`src/rtl/irq_agg_pkg.sv`:
```
package irq_agg_pkg;

  // register select on the one-bit address
  typedef enum logic {
    SEL_STATUS = 1'b0,
    SEL_ENABLE = 1'b1
  } reg_sel_e;

  // position of the global enable inside the enable register
  localparam int GEN_BIT = 0;

endpackage

```
`src/rtl/irq_bank_fold.sv`:
```
module irq_bank_fold #(
  parameter int PINS = 16
) (
  input  logic [PINS-1:0] pin_stat,
  input  logic [PINS-1:0] pin_mask,
  output logic            summary
);

  // a pin counts when its status is set and its mask bit is clear
  function automatic logic fold(input logic [PINS-1:0] st, input logic [PINS-1:0] mk);
    logic acc;
    acc = 1'b0;
    for (int i = 0; i < PINS; i++) begin
      acc = acc | (st[i] & ~mk[i]);
    end
    return acc;
  endfunction

  always_comb summary = fold(pin_stat, pin_mask);

endmodule

```
`src/rtl/irq_regs.sv`:
```
module irq_regs
  import irq_agg_pkg::*;
#(
  parameter int NBANK = 4,
  parameter int NPERI = 6,
  parameter int REG_W = 16,
  localparam int NSTAT = NBANK + NPERI
) (
  input  logic             clk,
  input  logic             rst_n,
  input  logic             wr,
  input  logic             rd,
  input  logic             addr,
  input  logic [REG_W-1:0] wdata,
  input  logic [NSTAT-1:0] status,
  output logic [REG_W-1:0] rdata,
  output logic [NPERI-1:0] peri_en,
  output logic             gen_en,
  output logic             rd_status,
  output logic             wr_enable
);

  // bits of the enable register that hold state
  function automatic logic [REG_W-1:0] writable_bits();
    logic [REG_W-1:0] m;
    m = '0;
    m[GEN_BIT] = 1'b1;
    for (int i = NBANK; i < NSTAT; i++) begin
      m[i] = 1'b1;
    end
    return m;
  endfunction

  localparam logic [REG_W-1:0] WMASK = writable_bits();

  logic [REG_W-1:0] en_q;
  logic [REG_W-1:0] status_ext;
  reg_sel_e         sel;

  always_comb begin
    sel        = reg_sel_e'(addr);
    rd_status  = rd && (sel == SEL_STATUS);
    wr_enable  = wr && (sel == SEL_ENABLE);
    status_ext = '0;
    status_ext[NSTAT-1:0] = status;
  end

  always_ff @(posedge clk or negedge rst_n) begin
    if (!rst_n) begin
      en_q <= '0;
    end else if (wr_enable) begin
      en_q <= wdata & WMASK;
    end
  end

  always_ff @(posedge clk or negedge rst_n) begin
    if (!rst_n) begin
      rdata <= '0;
    end else if (rd) begin
      rdata <= (sel == SEL_STATUS) ? status_ext : en_q;
    end else begin
      rdata <= '0;
    end
  end

  assign peri_en = en_q[NSTAT-1:NBANK];
  assign gen_en  = en_q[GEN_BIT];

endmodule

```
`src/rtl/irq_out_shaper.sv`:
```
module irq_out_shaper (
  input  logic clk,
  input  logic rst_n,
  input  logic gen_en,
  input  logic pend_any,
  input  logic rd_status,
  output logic irq_out
);

  // a status read forces one low cycle so a still-pending source re-rises
  always_ff @(posedge clk or negedge rst_n) begin
    if (!rst_n) begin
      irq_out <= 1'b0;
    end else begin
      irq_out <= gen_en && pend_any && !rd_status;
    end
  end

endmodule

```
`src/rtl/irq_status_aggregator.sv`:
```
module irq_status_aggregator #(
  parameter int NBANK = 4,
  parameter int PINS  = 16,
  parameter int NPERI = 6,
  parameter int REG_W = 16,
  localparam int NSTAT = NBANK + NPERI,
  localparam int NPIN  = NBANK * PINS
) (
  input  logic             clk,
  input  logic             rst_n,
  input  logic [NPIN-1:0]  bank_pin_stat,
  input  logic [NPIN-1:0]  bank_pin_mask,
  input  logic [NPERI-1:0] peri_irq,
  input  logic             reg_wr,
  input  logic             reg_rd,
  input  logic             reg_addr,
  input  logic [REG_W-1:0] reg_wdata,
  output logic [REG_W-1:0] reg_rdata,
  output logic             irq_out
);

  logic [NBANK-1:0] bank_sum;
  logic [NPERI-1:0] peri_en;
  logic [NPERI-1:0] peri_gated;
  logic [NSTAT-1:0] status_vec;
  logic             gen_en;
  logic             pend_any;
  logic             rd_status;
  logic             wr_enable;

  for (genvar b = 0; b < NBANK; b++) begin : g_bank
    irq_bank_fold #(.PINS(PINS)) u_fold (
      .pin_stat (bank_pin_stat[b*PINS +: PINS]),
      .pin_mask (bank_pin_mask[b*PINS +: PINS]),
      .summary  (bank_sum[b])
    );
  end

  for (genvar k = 0; k < NPERI; k++) begin : g_peri
    assign peri_gated[k] = peri_irq[k] & peri_en[k];
  end

  assign status_vec = {peri_gated, bank_sum};
  assign pend_any   = |status_vec;

  irq_regs #(.NBANK(NBANK), .NPERI(NPERI), .REG_W(REG_W)) u_regs (
    .clk       (clk),
    .rst_n     (rst_n),
    .wr        (reg_wr),
    .rd        (reg_rd),
    .addr      (reg_addr),
    .wdata     (reg_wdata),
    .status    (status_vec),
    .rdata     (reg_rdata),
    .peri_en   (peri_en),
    .gen_en    (gen_en),
    .rd_status (rd_status),
    .wr_enable (wr_enable)
  );

  irq_out_shaper u_shape (
    .clk       (clk),
    .rst_n     (rst_n),
    .gen_en    (gen_en),
    .pend_any  (pend_any),
    .rd_status (rd_status),
    .irq_out   (irq_out)
  );

endmodule

```
`config.mk`:
```
export PLATFORM = sky130hd
export DESIGN_NAME = irq_status_aggregator
export DESIGN_NICKNAME = d
export VERILOG_FILES = /design/src/rtl/irq_agg_pkg.sv /design/src/rtl/irq_bank_fold.sv /design/src/rtl/irq_regs.sv /design/src/rtl/irq_out_shaper.sv /design/src/rtl/irq_status_aggregator.sv
export SDC_FILE = /design/constraint.sdc
export NUM_CORES = 1
export LEC_CHECK = 0
export BUFFER_PORTS_ARGS = -buffer_cell sky130_fd_sc_hd__buf_2
export CORE_UTILIZATION = 32
export CTS_BUF_LIST = sky130_fd_sc_hd__clkbuf_8
export CTS_CLUSTER_SIZE = 24
export DETAILED_ROUTE_END_ITERATION = 12
export GPL_TIMING_DRIVEN = 0
export PLACE_DENSITY = 0.78
export SKIP_LAST_GASP = 1
export SLEW_MARGIN = 20
export SYNTH_ARGS = -nofsm -noshare
export SYNTH_HDL_FRONTEND = slang
export SYNTH_HIERARCHICAL = 1
export SYNTH_SLANG_ARGS = --single-unit
export TNS_END_PERCENT = 100
```
`constraint.sdc`:
```
create_clock -name clk -period 0.9 [get_ports clk]
set_input_delay 0.045 -clock clk [delete_from_list [all_inputs] [get_ports clk]]
set_output_delay 0.045 -clock clk [all_outputs]
set_load 0.05 [all_outputs]
```
==> reports/results.tsv <==
metric	value	unit
Final Slew Violations	0	
starting density of the core	33.46	%
cts bufs inserted	3	
cell row count	25	
unrepaired setup endpoints after global routing	yes	
Cells after Synth	148	
Netlist Area Pre-Place	0.001580	sq mm
Clock Tree Buf Depth	2	
total I/O pin count	172	
hold_ws	0.02190	ns
gpl congestion	0.6946	
CTS root buf	clkbuf_8	
routed len/inst	11.74	microns
Skew-Pair Late Insertion Delay	0.25	ns
CTS tree	done	
core area	0.004723	sq mm
worst vdd ir	0.5521	mV
HP Class	in2reg	
Hold Fails Final Rpt	0	
max cap viols	0	
# DRC	0	
flop2flop setup slack	-0.11	ns
initial antenna violation count	0	
CP Launch Type	input pin	
Worst path most repeated cell	nand4_1	
YS warnings	6	
Final Critical Period	1.236	ns
H-tree Lvls	1	
setup slack after layout	-0.3358	ns
antenna diode count	0	
Buffers on Ports	155	
CP Cell Sequence	buf_2 -> nor2b_4 -> a2111oi_4 -> nand4_1 -> nor4_2 -> nand4_1 -> and3b_1	
Area growth syn-to-layout	77.75	%
total gr overflow	0	
largest net degree at the start of global routing	19	
Clock Sink Count	18	
failing checks	negative setup slack	
WP data arrival	1.37	ns
die height	72.28	microns
clk_skew	0.002685	ns
clock-pin slew on the worst setup and hold paths	0.06	ns
Slowest-stage cell, CP	a2111oi_4	
Critical Path RT	1.04	ns
crit end category	register	
HPWL after DPL	3.680	mm
crit path kind	in2reg	
Final Power	2843	uW
power per cell area	1012	mW/mm^2
final setup violation count	4	
critical-path maximum fanout	2	
Layout fillers	405	
first-pass GRT wire length	6.354	mm
Worst path max stage delay	0.31	ns
syn avg cell area	10.68	sq um
leakage	0.001480	uW
fin nets	474	
Final ANT Viol Nets	0	
Final Util	59.47	%
Sum Neg Setup Slack	-0.4515	ns
outcome	complete, but fails checks	
Max Clock Freq	0.8092	GHz
vias in the first global route	1515	
layout cells sized above 1	69.18	%
drt initial violations	22	
Via Count	1646	
worst slack, placed	-0.6727	ns
Die W	72.28	microns
post-route clock period utilization	137.3	%
first-pass iteration count of the detailed router	4	
die area	0.005224	sq mm
GRT Overall Usage	15.69	%
routed vias/inst	4.275	
overall routed net length	4.518	mm
## layer usage
layer	global-route usage [%]	wire length (microns)
met5	0	0
met1	16.35	1529
met4	5.229	27
met2	31.88	2599
met3	1.806	361
## stage by stage
| stage | instances | area, sq um |
|---|---|---|
| 6_report | 385 | 2809 |
| 3_3_place_gp | 375 | 2474 |
| 3_5_place_dp | 375 | 2474 |
| 2_1_floorplan | 153 | 1614 |
| 5_1_grt | 385 | 2809 |
| 4_1_cts | 383 | 2689 |
## worst max-delay path: cells and delay by family
| kind | cells | cell delay [ns] |
|---|---|---|
| AO/OA/AOI/OAI | 1 | 0.31 |
| buffers and inverters | 1 | 0.10 |
| AND/OR/NAND/NOR | 5 | 0.91 |
## where the power goes
group	switching [uW]	leakage, uW	internal, uW
sequential	54.5	0.000225	898
combinational	585	0.00123	676
clock	242	0.0000288	388
total	882	0.00148	1960
## state kept, by name (all words and copies together), names as in the netlist
signal           flops
u_shape/irq_out      1
u_regs/en_q          7
u_regs/rdata        10
## worst paths after layout
check	endpoint	from	cells after the start
worst max-delay path	u_shape/irq_out	bank_pin_stat[32]	7
worst min-delay path	u_regs/en_q[9]	reg_wdata[9]	2
worst max register to register	u_shape/irq_out	u_regs/en_q[8]	3
worst min register to register	u_regs/en_q[0]	u_regs/en_q[0]	1
max in group asynchronous	u_regs/en_q[6]	rst_n	2
min in group asynchronous	u_regs/en_q[9]	rst_n	2
## layout make-up
| type | count | area, sq um | share of cell area (%) |
|---|---|---|---|
| multi-input combinational | 112 | 1231 | 43.83 |
| inverter | 16 | 60.06 | 2.138 |
| buffer | 7 | 56.30 | 2.004 |
| timing repair buffer | 161 | 872.1 | 31.05 |
| clock buffer | 4 | 55.05 | 1.960 |
| sequential | 18 | 450.4 | 16.04 |
| tap | 67 | 83.83 | 2.984 |
## cell usage in the layout, fill, tap and decap left out
cell type / count
and3b_1: 1
nand4_1: 5
and2_1: 8
inv_1: 16
buf_4: 11
a2111oi_2: 6
and2_4: 1
a22oi_1: 3
buf_2: 143
dfrtp_1: 18
clkbuf_8: 4
clkbuf_4: 7
a2111oi_4: 10
nor2b_2: 1
buf_6: 6
nor2b_4: 21
nor4_2: 1
dlygate4sd3_1: 1
nor2b_1: 34
mux2_4: 7
mux2i_1: 6
conb_1: 6
nand2_8: 1
mux2i_2: 1
## repair_timing
action                                 CTS  global route
buffers inserted                         3             2
pin swaps                                7             5
hold buffers                             1             0
endpoints found under the hold margin   18             0
setup endpoints to repair                3            15
resized for setup                       14            24
No activity file was read; power rests on OpenSTA's default activity.
